--- config.mk ---
export PLATFORM = sky130hd
export DESIGN_NAME = clk_fanout_en_ctrl
export DESIGN_NICKNAME = d
export VERILOG_FILES = /design/src/rtl/clkfan_pkg.sv /design/src/rtl/clkfan_rst_sync.sv /design/src/rtl/clkfan_line_sync.sv /design/src/rtl/clkfan_i2c_rx.sv /design/src/rtl/clkfan_en_regs.sv /design/src/rtl/clk_fanout_en_ctrl.sv
export SDC_FILE = /design/constraint.sdc
export NUM_CORES = 1
export LEC_CHECK = 0
export CAP_MARGIN = 20
export CORE_MARGIN = 5
export CORE_UTILIZATION = 55
export CTS_BUF_LIST = sky130_fd_sc_hd__clkbuf_8
export CTS_CLUSTER_DIAMETER = 100
export DETAILED_ROUTE_END_ITERATION = 7
export PLACE_DENSITY = 0.87
export SKIP_LAST_GASP = 1
export SLEW_MARGIN = 40
export SYNTH_ARGS = -nofsm -noshare
export SYNTH_HDL_FRONTEND = slang
export SYNTH_SLANG_ARGS = --single-unit
--- constraint.sdc ---
create_clock -name clk -period 1.6 [get_ports clk]
set_input_delay 0.4 -clock clk [delete_from_list [all_inputs] [get_ports clk]]
set_output_delay 0.4 -clock clk [all_outputs]
set_load 0.1 [all_outputs]
--- src/rtl/clkfan_pkg.sv ---
package clkfan_pkg;

  localparam int unsigned NUM_OUT  = 10;
  localparam int unsigned NUM_REGS = 3;

  typedef enum logic [2:0] {
    ST_IDLE,
    ST_BITS,
    ST_WAIT_LOW,
    ST_ACK_LOW,
    ST_ACK_HIGH
  } rx_state_t;

  // Register that holds the enable of output o.
  function automatic int unsigned en_reg_of(input int unsigned o);
    if (o < 4)      return 0;
    else if (o < 8) return 1;
    else            return 2;
  endfunction

  // Bit inside that register.
  function automatic int unsigned en_bit_of(input int unsigned o);
    if (o < 8) return o;
    else       return o - 2;
  endfunction

endpackage

--- src/rtl/clkfan_rst_sync.sv ---
module clkfan_rst_sync (
  input  logic clk,
  input  logic rst_n,
  output logic rst_n_sync
);
  logic [1:0] sync_q;
  logic [1:0] sync_d;

  always_comb sync_d = {sync_q[0], 1'b1};

  always_ff @(posedge clk or negedge rst_n) begin
    if (!rst_n) sync_q <= 2'b00;
    else        sync_q <= sync_d;
  end

  assign rst_n_sync = sync_q[1];
endmodule

--- src/rtl/clkfan_line_sync.sv ---
module clkfan_line_sync #(
  parameter int unsigned STAGES = 2
) (
  input  logic clk,
  input  logic rst_n,
  input  logic scl_i,
  input  logic sda_i,
  output logic scl_s,
  output logic sda_s,
  output logic scl_rise,
  output logic scl_fall,
  output logic start_evt,
  output logic stop_evt
);
  logic [STAGES-1:0] scl_pipe_q, scl_pipe_d;
  logic [STAGES-1:0] sda_pipe_q, sda_pipe_d;
  logic              scl_prev_q, sda_prev_q;

  always_comb begin
    scl_pipe_d = {scl_pipe_q[STAGES-2:0], scl_i};
    sda_pipe_d = {sda_pipe_q[STAGES-2:0], sda_i};
  end

  always_ff @(posedge clk or negedge rst_n) begin
    if (!rst_n) begin
      scl_pipe_q <= '1;
      sda_pipe_q <= '1;
      scl_prev_q <= 1'b1;
      sda_prev_q <= 1'b1;
    end else begin
      scl_pipe_q <= scl_pipe_d;
      sda_pipe_q <= sda_pipe_d;
      scl_prev_q <= scl_s;
      sda_prev_q <= sda_s;
    end
  end

  assign scl_s     = scl_pipe_q[STAGES-1];
  assign sda_s     = sda_pipe_q[STAGES-1];
  assign scl_rise  = scl_s & ~scl_prev_q;
  assign scl_fall  = ~scl_s & scl_prev_q;
  assign start_evt = scl_s & scl_prev_q & sda_prev_q & ~sda_s;
  assign stop_evt  = scl_s & scl_prev_q & ~sda_prev_q & sda_s;
endmodule

--- src/rtl/clkfan_i2c_rx.sv ---
module clkfan_i2c_rx
  import clkfan_pkg::*;
#(
  parameter logic [6:0]  SLAVE_ADDR  = 7'h69,
  parameter int unsigned DUMMY_BYTES = 2,
  parameter int unsigned REGS        = NUM_REGS,
  localparam int unsigned FIRST_DATA = 1 + DUMMY_BYTES,
  localparam int unsigned LAST_IDX   = FIRST_DATA + REGS,
  localparam int unsigned IDX_W      = $clog2(LAST_IDX + 1),
  localparam int unsigned REG_W      = (REGS > 1) ? $clog2(REGS) : 1
) (
  input  logic             clk,
  input  logic             rst_n,
  input  logic             scl_rise,
  input  logic             scl_fall,
  input  logic             sda_s,
  input  logic             start_evt,
  input  logic             stop_evt,
  output logic             sda_oe_o,
  output logic             wr_en_o,
  output logic [REG_W-1:0] wr_idx_o,
  output logic [7:0]       wr_data_o
);
  rx_state_t        state_q, state_d;
  logic [2:0]       bit_q, bit_d;
  logic [7:0]       shift_q, shift_d;
  logic [IDX_W-1:0] idx_q, idx_d;
  logic             oe_q, oe_d;
  logic             wr_q, wr_d;
  logic [REG_W-1:0] widx_q, widx_d;
  logic [7:0]       wdat_q, wdat_d;
  logic             accept;
  logic [IDX_W-1:0] rel_idx;

  always_comb begin
    state_d = state_q;
    bit_d   = bit_q;
    shift_d = shift_q;
    idx_d   = idx_q;
    wr_d    = 1'b0;
    widx_d  = widx_q;
    wdat_d  = wdat_q;
    accept  = 1'b0;
    rel_idx = idx_q - IDX_W'(FIRST_DATA);

    if (stop_evt) begin
      state_d = ST_IDLE;
    end else if (start_evt) begin
      state_d = ST_BITS;
      bit_d   = 3'd0;
      idx_d   = '0;
    end else begin
      unique case (state_q)
        ST_IDLE: ;
        ST_BITS: begin
          if (scl_rise) begin
            shift_d = {shift_q[6:0], sda_s};
            bit_d   = bit_q + 3'd1;
            if (bit_q == 3'd7) state_d = ST_WAIT_LOW;
          end
        end
        ST_WAIT_LOW: begin
          if (scl_fall) begin
            accept = (idx_q != '0) || (shift_q == {SLAVE_ADDR, 1'b0});
            if (accept) begin
              state_d = ST_ACK_LOW;
              if (idx_q >= IDX_W'(FIRST_DATA) && idx_q < IDX_W'(LAST_IDX)) begin
                wr_d   = 1'b1;
                widx_d = REG_W'(rel_idx);
                wdat_d = shift_q;
              end
              if (idx_q != IDX_W'(LAST_IDX)) idx_d = idx_q + 1'b1;
            end else begin
              state_d = ST_IDLE;
            end
          end
        end
        ST_ACK_LOW: begin
          if (scl_rise) state_d = ST_ACK_HIGH;
        end
        ST_ACK_HIGH: begin
          if (scl_fall) begin
            state_d = ST_BITS;
            bit_d   = 3'd0;
          end
        end
        default: state_d = ST_IDLE;
      endcase
    end
    oe_d = (state_d == ST_ACK_LOW) || (state_d == ST_ACK_HIGH);
  end

  always_ff @(posedge clk or negedge rst_n) begin
    if (!rst_n) begin
      state_q <= ST_IDLE;
      bit_q   <= 3'd0;
      shift_q <= 8'h00;
      idx_q   <= '0;
      oe_q    <= 1'b0;
      wr_q    <= 1'b0;
      widx_q  <= '0;
      wdat_q  <= 8'h00;
    end else begin
      state_q <= state_d;
      bit_q   <= bit_d;
      shift_q <= shift_d;
      idx_q   <= idx_d;
      oe_q    <= oe_d;
      wr_q    <= wr_d;
      widx_q  <= widx_d;
      wdat_q  <= wdat_d;
    end
  end

  assign sda_oe_o  = oe_q;
  assign wr_en_o   = wr_q;
  assign wr_idx_o  = widx_q;
  assign wr_data_o = wdat_q;
endmodule

--- src/rtl/clkfan_en_regs.sv ---
module clkfan_en_regs
  import clkfan_pkg::*;
#(
  parameter int unsigned REGS = NUM_REGS,
  localparam int unsigned REG_W = (REGS > 1) ? $clog2(REGS) : 1
) (
  input  logic               clk,
  input  logic               rst_n,
  input  logic               wr_en,
  input  logic [REG_W-1:0]   wr_idx,
  input  logic [7:0]         wr_data,
  output logic [NUM_OUT-1:0] en_o
);
  logic [NUM_OUT-1:0] en_q, en_d;

  for (genvar g = 0; g < NUM_OUT; g++) begin : g_en
    localparam int unsigned RSEL = en_reg_of(g);
    localparam int unsigned BSEL = en_bit_of(g);
    always_comb begin
      if (wr_en && (wr_idx == REG_W'(RSEL))) en_d[g] = wr_data[BSEL];
      else                                   en_d[g] = en_q[g];
    end
  end

  always_ff @(posedge clk or negedge rst_n) begin
    if (!rst_n) en_q <= '1;
    else        en_q <= en_d;
  end

  assign en_o = en_q;
endmodule

--- src/rtl/clk_fanout_en_ctrl.sv ---
module clk_fanout_en_ctrl
  import clkfan_pkg::*;
#(
  parameter logic [6:0]  SLAVE_ADDR  = 7'h69,
  parameter int unsigned DUMMY_BYTES = 2,
  parameter int unsigned SYNC_STAGES = 2,
  localparam int unsigned REG_W = (NUM_REGS > 1) ? $clog2(NUM_REGS) : 1
) (
  input  logic               clk,
  input  logic               rst_n,
  input  logic               scl_i,
  input  logic               sda_i,
  output logic               sda_oe_o,
  input  logic               ref_clk_i,
  input  logic               oe_n_i,
  output logic [NUM_OUT-1:0] clk_out_o,
  output logic [NUM_OUT-1:0] clk_out_drv_o
);
  logic               sys_rst_n;
  logic               scl_s_w, sda_s_w, scl_rise_w, scl_fall_w;
  logic               start_w, stop_w;
  logic               wr_en_w;
  logic [REG_W-1:0]   wr_idx_w;
  logic [7:0]         wr_data_w;
  logic [NUM_OUT-1:0] en_w;

  clkfan_rst_sync u_rst (
    .clk        (clk),
    .rst_n      (rst_n),
    .rst_n_sync (sys_rst_n)
  );

  clkfan_line_sync #(.STAGES(SYNC_STAGES)) u_sync (
    .clk       (clk),
    .rst_n     (sys_rst_n),
    .scl_i     (scl_i),
    .sda_i     (sda_i),
    .scl_s     (scl_s_w),
    .sda_s     (sda_s_w),
    .scl_rise  (scl_rise_w),
    .scl_fall  (scl_fall_w),
    .start_evt (start_w),
    .stop_evt  (stop_w)
  );

  clkfan_i2c_rx #(
    .SLAVE_ADDR  (SLAVE_ADDR),
    .DUMMY_BYTES (DUMMY_BYTES),
    .REGS        (NUM_REGS)
  ) u_rx (
    .clk       (clk),
    .rst_n     (sys_rst_n),
    .scl_rise  (scl_rise_w),
    .scl_fall  (scl_fall_w),
    .sda_s     (sda_s_w),
    .start_evt (start_w),
    .stop_evt  (stop_w),
    .sda_oe_o  (sda_oe_o),
    .wr_en_o   (wr_en_w),
    .wr_idx_o  (wr_idx_w),
    .wr_data_o (wr_data_w)
  );

  clkfan_en_regs #(.REGS(NUM_REGS)) u_regs (
    .clk     (clk),
    .rst_n   (sys_rst_n),
    .wr_en   (wr_en_w),
    .wr_idx  (wr_idx_w),
    .wr_data (wr_data_w),
    .en_o    (en_w)
  );

  for (genvar g = 0; g < NUM_OUT; g++) begin : g_out
    assign clk_out_o[g]     = ref_clk_i & en_w[g];
    assign clk_out_drv_o[g] = oe_n_i;
  end
endmodule

==> results of run 1 <==
final cells by class:
cell class                      count  area (um^2)  area share [%]
Clock buffer                        7         96.3            3.31
Sequential cell                    47         1200            41.1
Tap cell                           48         60.1            2.06
Inverter                            5         18.8           0.644
Timing Repair Buffer               53          578            19.8
Multi-Input combinational cell    105          958            32.9
Clock inverter                      1         3.75           0.129
final timing paths:
kind                       slack (ns)  cells past startpoint                    to            startpoint
setup / recovery                -0.48                      5     u_rx.wr_data_o[0]       u_rx.shift_q[0]
hold / removal                   0.25                      1       u_rst.sync_q[0]                 rst_n
setup reg to reg                -0.48                      5     u_rx.wr_data_o[0]       u_rx.shift_q[0]
hold reg to reg                  0.33                      1         u_rx.idx_q[0]       u_rst.sync_q[1]
max in group asynchronous        0.88                      1     u_sync.sda_prev_q       u_rst.sync_q[1]
min in group clk                 0.36                      0  u_sync.sda_pipe_q[1]  u_sync.sda_pipe_q[0]
flip-flops by register name, summed over array words and instances, names as in the netlist, 2 cells and up:
register and flops:
u_rx.wr_data_o 8, u_rx.bit_q 3, u_rst.sync_q 2, u_rx.state_q 3, u_rx.shift_q 8, u_regs.en_o 10
u_rx.wr_idx_o 2, u_rx.idx_q 3, u_sync.scl_pipe_q 2, u_sync.sda_pipe_q 2
report_power, final:
part | leakage, nW | internal (mW) | switching [mW]
Combinational | 0.718 | 0.359 | 0.275
Clock | 0.0557 | 0.388 | 0.362
Sequential | 0.569 | 1.34 | 0.0869
synth_stat cells, types with 2 or more instances:
library cell,number
sky130_fd_sc_hd__a2111o_1,2
sky130_fd_sc_hd__a211oi_1,4
sky130_fd_sc_hd__a21oi_1,6
sky130_fd_sc_hd__a22oi_1,2
sky130_fd_sc_hd__and2_1,10
sky130_fd_sc_hd__buf_4,10
sky130_fd_sc_hd__clkbuf_1,2
sky130_fd_sc_hd__dfrtp_1,31
sky130_fd_sc_hd__dfstp_2,16
sky130_fd_sc_hd__ha_1,6
sky130_fd_sc_hd__inv_1,5
sky130_fd_sc_hd__mux2_2,19
sky130_fd_sc_hd__mux2_4,9
sky130_fd_sc_hd__mux2i_1,2
sky130_fd_sc_hd__nand2_1,5
sky130_fd_sc_hd__nand2b_1,4
sky130_fd_sc_hd__nand3b_1,3
sky130_fd_sc_hd__nor2_1,9
sky130_fd_sc_hd__nor2b_1,2
sky130_fd_sc_hd__nor3_1,2
sky130_fd_sc_hd__nor3b_1,3
sky130_fd_sc_hd__o21ai_0,4
sky130_fd_sc_hd__xnor2_1,3
cell families after synthesis:
logic type               count (synthesis)
flip-flops                              47
AND/OR/NAND/NOR                         44
multiplexers                            30
other                                    1
AO/OA/AOI/OAI                           21
buffers and inverters                   18
adder cells (fa/ha/maj)                  6
XOR/XNOR                                 3
routing by layer:
metal / vias to the layer above / GRT usage [%] / wire length (um)
met4: 0 / 7.58 / 82
met3: 11 / 5.37 / 181
met1: 712 / 19.2 / 1640
met2: 23 / 29.0 / 2280
met5: - / 0 / 0
li1: 678 / - / -
through the flow:
step	instance area [um^2]	TNS, ns	hold WS, ns	instances
3_3_place_gp	2640	-8.73	0.332	249
6_report	2910	-7.10	0.249	266
2_1_floorplan	2190	-6.11	0.104	170
5_1_grt	2910	-8.71	0.232	266
4_1_cts	2790	-6.86	0.245	260
3_5_place_dp	2640	-9.87	0.336	249
worst max-delay path, stage by stage, from the launching register on:
cell and delay (ns):
sky130_fd_sc_hd__dfrtp_1 0.39, sky130_fd_sc_hd__or4b_4 0.54, sky130_fd_sc_hd__o211a_1 0.24, sky130_fd_sc_hd__a2111o_1 0.34, sky130_fd_sc_hd__buf_6 0.16, sky130_fd_sc_hd__mux2_4 0.30
timing repair:
action                                  in CTS  in global routing
pin swaps                                    6                  6
hold buffers                                 0                  0
cloned                                       1                  1
buffers inserted                             2                  6
gates resized for setup                     12                 25
endpoints found under the setup margin      27                 31
==> impl_metrics.ini, run 1 <==
[final_layout]
diodes = 0
drive_gt1_share_pct = 58.7
most_common_cell_after_layout_fill_and_taps_aside = sky130_fd_sc_hd__dfrtp_1
nFillCells = 223
final_cell_mix = 30 x sky130_fd_sc_hd__dfrtp_1, 29 x sky130_fd_sc_hd__buf_4, 19 x sky130_fd_sc_hd__mux2_2, 16 x sky130_fd_sc_hd__dfstp_2, 11 x sky130_fd_sc_hd__buf_12
area_growth_syn_to_layout_pct = 33.6
design.final.nets = 229
final_core_utilization_pct = 77.8

[clock_network]
tritoncts = built
cts.reportedPaths.clkPinSlew_ns = 0.08
clockBufferDepth = 2
cts_made_buffers = 5
htree_num_levels = 2
clk_latency_ns = 0.30
clock-sinks = 47
ctsRootBufferMaster = sky130_fd_sc_hd__clkbuf_8

[floorplan]
floorplan.die.width_um = 73.0
die_area_um2 = 5320
chipHeight_um = 73.0
initial_cell_density_of_the_core_pct = 58.3
row_count = 22
design.core.area_um2 = 3740
ios = 27

[power_and_ir_drop]
fin_total_pwr_mw = 2.81
power-per-cell-area_nw_per_um2 = 964
irDropWorstVdd_uv = 680
leakagePower_nw = 1.34

[synth]
synth_simple_gate_area_share_pct = 11.6
synth_seq_cells = 47
syn-cell-area_um2 = 2180
post-synth-top-area-fraction_pct = 35.6
synthAdderAreaFrac_pct = 3.44
yosysWarnings = 0
syn_nets = 182
synth_top_cells_by_area = sky130_fd_sc_hd__dfrtp_1 36%, sky130_fd_sc_hd__dfstp_2 19%, sky130_fd_sc_hd__mux2_2 9.8%
synth_top_cell_by_area = sky130_fd_sc_hd__dfrtp_1
synth_instances = 170
synth.mux.area_fraction_pct = 16.9
synth-async-reset-ratio_pct = 100
largest_family_of_logic_cells_by_synthesized_area = multiplexers
synth-main-ff-cell = sky130_fd_sc_hd__dfrtp_1
synth-compound-area-share_pct = 6.60
mean_area_per_synthesized_cell_um2 = 12.8
seq_area_frac_synth_pct = 54.8
count_of_flip_flops_with_a_built_in_enable_after_synthesis = 0
count_of_cell_types_in_the_netlist = 34
yosys.area_share.xor_xnor_pct = 1.20

[sta]
max_slew_margin_pct = 63.6
worst_slew_pin_tran_ns = 0.541
fin_skew_ns = 0.00484
maxSlewViolCount = 0
post-route-worst-setup-slack_ns = -0.482
fmax_mhz = 480
period_minus_slack_ns = 2.08
rsz0062_at_grt = yes
finalSetupViolations = 18
post-route-period-util_pct = 130
report.final.hold_viol_count = 0

[route]
routed_via_density = 5.35
dr.pass1.iters = 4
detailroute.via_count = 1424
routed_len_inst_um = 15.7
ant_nets = 0
number_of_drc_violations_after_detailed_routing = 0
routed_wirelength_mm = 4.18
drt-initial-drc-count = 52

[min_path]
hp-class = input pin to async pin

[setup_path]
setup.worst_path.start_class = flip-flop
worstPathRequired_ns = 1.79
critPathArrivalTime_ns = 2.27
maximum_fanout_along_the_worst_path = 6
criticalPathCategory = flip-flop to flip-flop
cp-end-kind = flip-flop

[placement]
dp_slack_ns = -0.602
portBuffers = 15
dp_hpwl_mm = 2.87
gp_congestion = 0.894

[global_route]
maximum_number_of_pins_on_one_net_before_global_route_repair = 46
grt_remaining_overflow = 0
wire_length_of_the_first_global_routing_pass_mm = 6.78
grtUsageTotal_pct = 16.9
first_global_vias = 1476
number_of_antenna_violations_at_the_first_check_in_global_routing = 0

[flow_run]
count_of_maximum_capacitance_violations = 0

[run_status]
failed_checks = negative setup slack
result_of_the_run = complete, but fails checks
Note: power is estimated with default switching activity, not from simulation.
==> run 2: changes to the inputs <==
Clock period 1.6 ns to 2.2 ns, I/O delays scaled along.
==> impl_metrics.ini, run 2 (synthesized netlist as in run 1, its figures left out) <==
[setup_path]
critPathTopFamily = compound AO/OA/AOI/OAI gates
worstPathCellList = or4b_4 > o211a_1 > buf_4 > a2111o_1 > a31o_2 > a21oi_2
timing.reg2reg.setup_slack_ns = 0.04
critPathSlowestCell = sky130_fd_sc_hd__or4b_4
critPathArrivalTime_ns = 2.38
maximum_fanout_along_the_worst_path = 4
cp-end-kind = flip-flop
cp_num_buf_inv = 1
worstPathRequired_ns = 2.43
worst_path_max_stage_delay_ns = 0.55
setup.worst_path.start_class = flip-flop
worst_r2r_end = u_rx.sda_oe_o
regToRegStartpoint = u_rx.shift_q[0]
criticalPathCategory = flip-flop to flip-flop
worstRegToRegCells = 6

[final_layout]
design.final.nets = 199
diodes = 0
largest_register_ffs = 10
nFillCells = 267
most_common_cell_after_layout_fill_and_taps_aside = sky130_fd_sc_hd__dfrtp_1
final_cell_mix = 30 x sky130_fd_sc_hd__dfrtp_1, 19 x sky130_fd_sc_hd__mux2_2, 16 x sky130_fd_sc_hd__dfstp_2, 11 x sky130_fd_sc_hd__buf_12, 10 x sky130_fd_sc_hd__and2_1
area_growth_syn_to_layout_pct = 18.8
final_core_utilization_pct = 69.2
drive_gt1_share_pct = 42.0
final_area_um2 = 2590

[sta]
finalSetupViolations = 0
rsz0062_at_grt = yes
maxSlewViolCount = 0
report.final.hold_viol_count = 0
post-route-period-util_pct = 98.1
period_minus_slack_ns = 2.16
worst_slew_pin_tran_ns = 0.720
fin_skew_ns = 0.0107
max_slew_margin_pct = 51.9
fmax_mhz = 463
final.setup.tns_ns = 0

[route]
routed_wirelength_mm = 3.79
dr.pass1.iters = 4
detailroute.via_count = 1311
routed_len_inst_um = 16.1
ant_nets = 0
routed_via_density = 5.56
drt-initial-drc-count = 94
number_of_drc_violations_after_detailed_routing = 0

[flow_run]
count_of_maximum_capacitance_violations = 0

[placement]
dp_hpwl_mm = 2.78
gp_congestion = 0.837
portBuffers = 15
postPlaceCellArea_um2 = 2470

[global_route]
number_of_antenna_violations_at_the_first_check_in_global_routing = 0
grt_remaining_overflow = 0
grtUsageTotal_pct = 15.9
maximum_number_of_pins_on_one_net_before_global_route_repair = 46
first_global_vias = 1346
wire_length_of_the_first_global_routing_pass_mm = 6.29

[clock_network]
htree_num_levels = 2
ctsHoldBuffers = 0
ctsRootBufferMaster = sky130_fd_sc_hd__clkbuf_8
clk_latency_ns = 0.30
cts_made_buffers = 5
clockBufferDepth = 2
cts.reportedPaths.clkPinSlew_ns = 0.08
tritoncts = built
post_cts.repair.setup_buffers = 0
clock-sinks = 47
cts_repair_resize_count = 0

[power_and_ir_drop]
irDropWorstVdd_uv = 653
fin_total_pwr_mw = 1.92
power-per-cell-area_nw_per_um2 = 743
leakagePower_nw = 1.17

[floorplan]
ios = 27
floorplan.die.width_um = 73.0
chipHeight_um = 73.0
design.core.area_um2 = 3740
initial_cell_density_of_the_core_pct = 58.3
row_count = 22
die_area_um2 = 5320

[run_status]
result_of_the_run = complete, no violations

[min_path]
hp-class = flip-flop to async pin
## run 2: cell count changes in the layout (fill, tap and decap cells not counted), moves of 2 or more
cell,change
sky130_fd_sc_hd__buf_6,-9
sky130_fd_sc_hd__and2_4,-5
sky130_fd_sc_hd__a21oi_1,+3
sky130_fd_sc_hd__nand2_1,+2
sky130_fd_sc_hd__a21oi_2,-3
sky130_fd_sc_hd__buf_4,-21
sky130_fd_sc_hd__nor2_4,-2
sky130_fd_sc_hd__and2_2,-5
sky130_fd_sc_hd__nand2_2,-2
sky130_fd_sc_hd__nor2_1,+2
sky130_fd_sc_hd__and2_1,+10
## run 2: worst register-to-register path: stages, from the launching register on
cell	delay [ns]
sky130_fd_sc_hd__dfrtp_1	0.40
sky130_fd_sc_hd__or4b_4	0.55
sky130_fd_sc_hd__o211a_1	0.24
sky130_fd_sc_hd__buf_4	0.15
sky130_fd_sc_hd__a2111o_1	0.42
sky130_fd_sc_hd__a31o_2	0.25
sky130_fd_sc_hd__a21oi_2	0.09
## run 2: through the flow
| step | setup slack [ns] | cells | hold slack (ns) |
|---|---|---|---|
| 2_1_floorplan | 0.0860 | 170 | 0.254 |
| 3_3_place_gp | 0.0541 | 228 | 0.338 |
| 3_5_place_dp | 0.0204 | 228 | 0.337 |
| 4_1_cts | 0.00724 | 236 | 0.344 |
| 5_1_grt | -0.0339 | 236 | 0.363 |
| 6_report | 0.0416 | 236 | 0.327 |
## run 2: worst max-delay path by stage
stage               depth (start not counted)       startpoint                 to  slack, ns
finish                                      6  u_rx.shift_q[0]      u_rx.sda_oe_o       0.04
global placement                            3        ref_clk_i       clk_out_o[0]       0.05
CTS                                         5  u_rx.shift_q[0]   u_rx.wr_idx_o[1]      0.007
floorplan                                   5  u_rx.shift_q[0]  u_rx.wr_data_o[0]       0.09
detailed placement                          5  u_rx.shift_q[0]   u_rx.wr_idx_o[1]       0.02
global route                                6  u_rx.shift_q[0]      u_rx.sda_oe_o      -0.03
## run 2: layer usage
metal / vias up / GRT usage (%) / wire, um
met5: - / 0 / 0
met4: 0 / 5.74 / 72
met3: 7 / 6.06 / 233
met2: 35 / 28.5 / 2030
met1: 651 / 16.8 / 1460
li1: 618 / - / -
## run 2: final cells by class
| class | count | area (um^2) | share of cell area (%) |
|---|---|---|---|
| well taps | 48 | 60.1 | 2.32 |
| repair buffers | 23 | 323 | 12.5 |
| clock inverters | 1 | 7.51 | 0.290 |
| multi-input cells | 105 | 885 | 34.2 |
| clock buffers | 7 | 96.3 | 3.72 |
| inverters | 5 | 18.8 | 0.725 |
| flip-flops and latches | 47 | 1200 | 46.3 |
## run 2: where the power goes
| group | switching (mW) | internal [mW] | leakage (nW) | total (mW) |
|---|---|---|---|---|
| Combinational | 0.127 | 0.157 | 0.547 | 0.284 |
| Clock | 0.271 | 0.286 | 0.0505 | 0.557 |
| Sequential | 0.108 | 0.974 | 0.569 | 1.08 |
| Total | 0.506 | 1.42 | 1.17 | 1.92 |
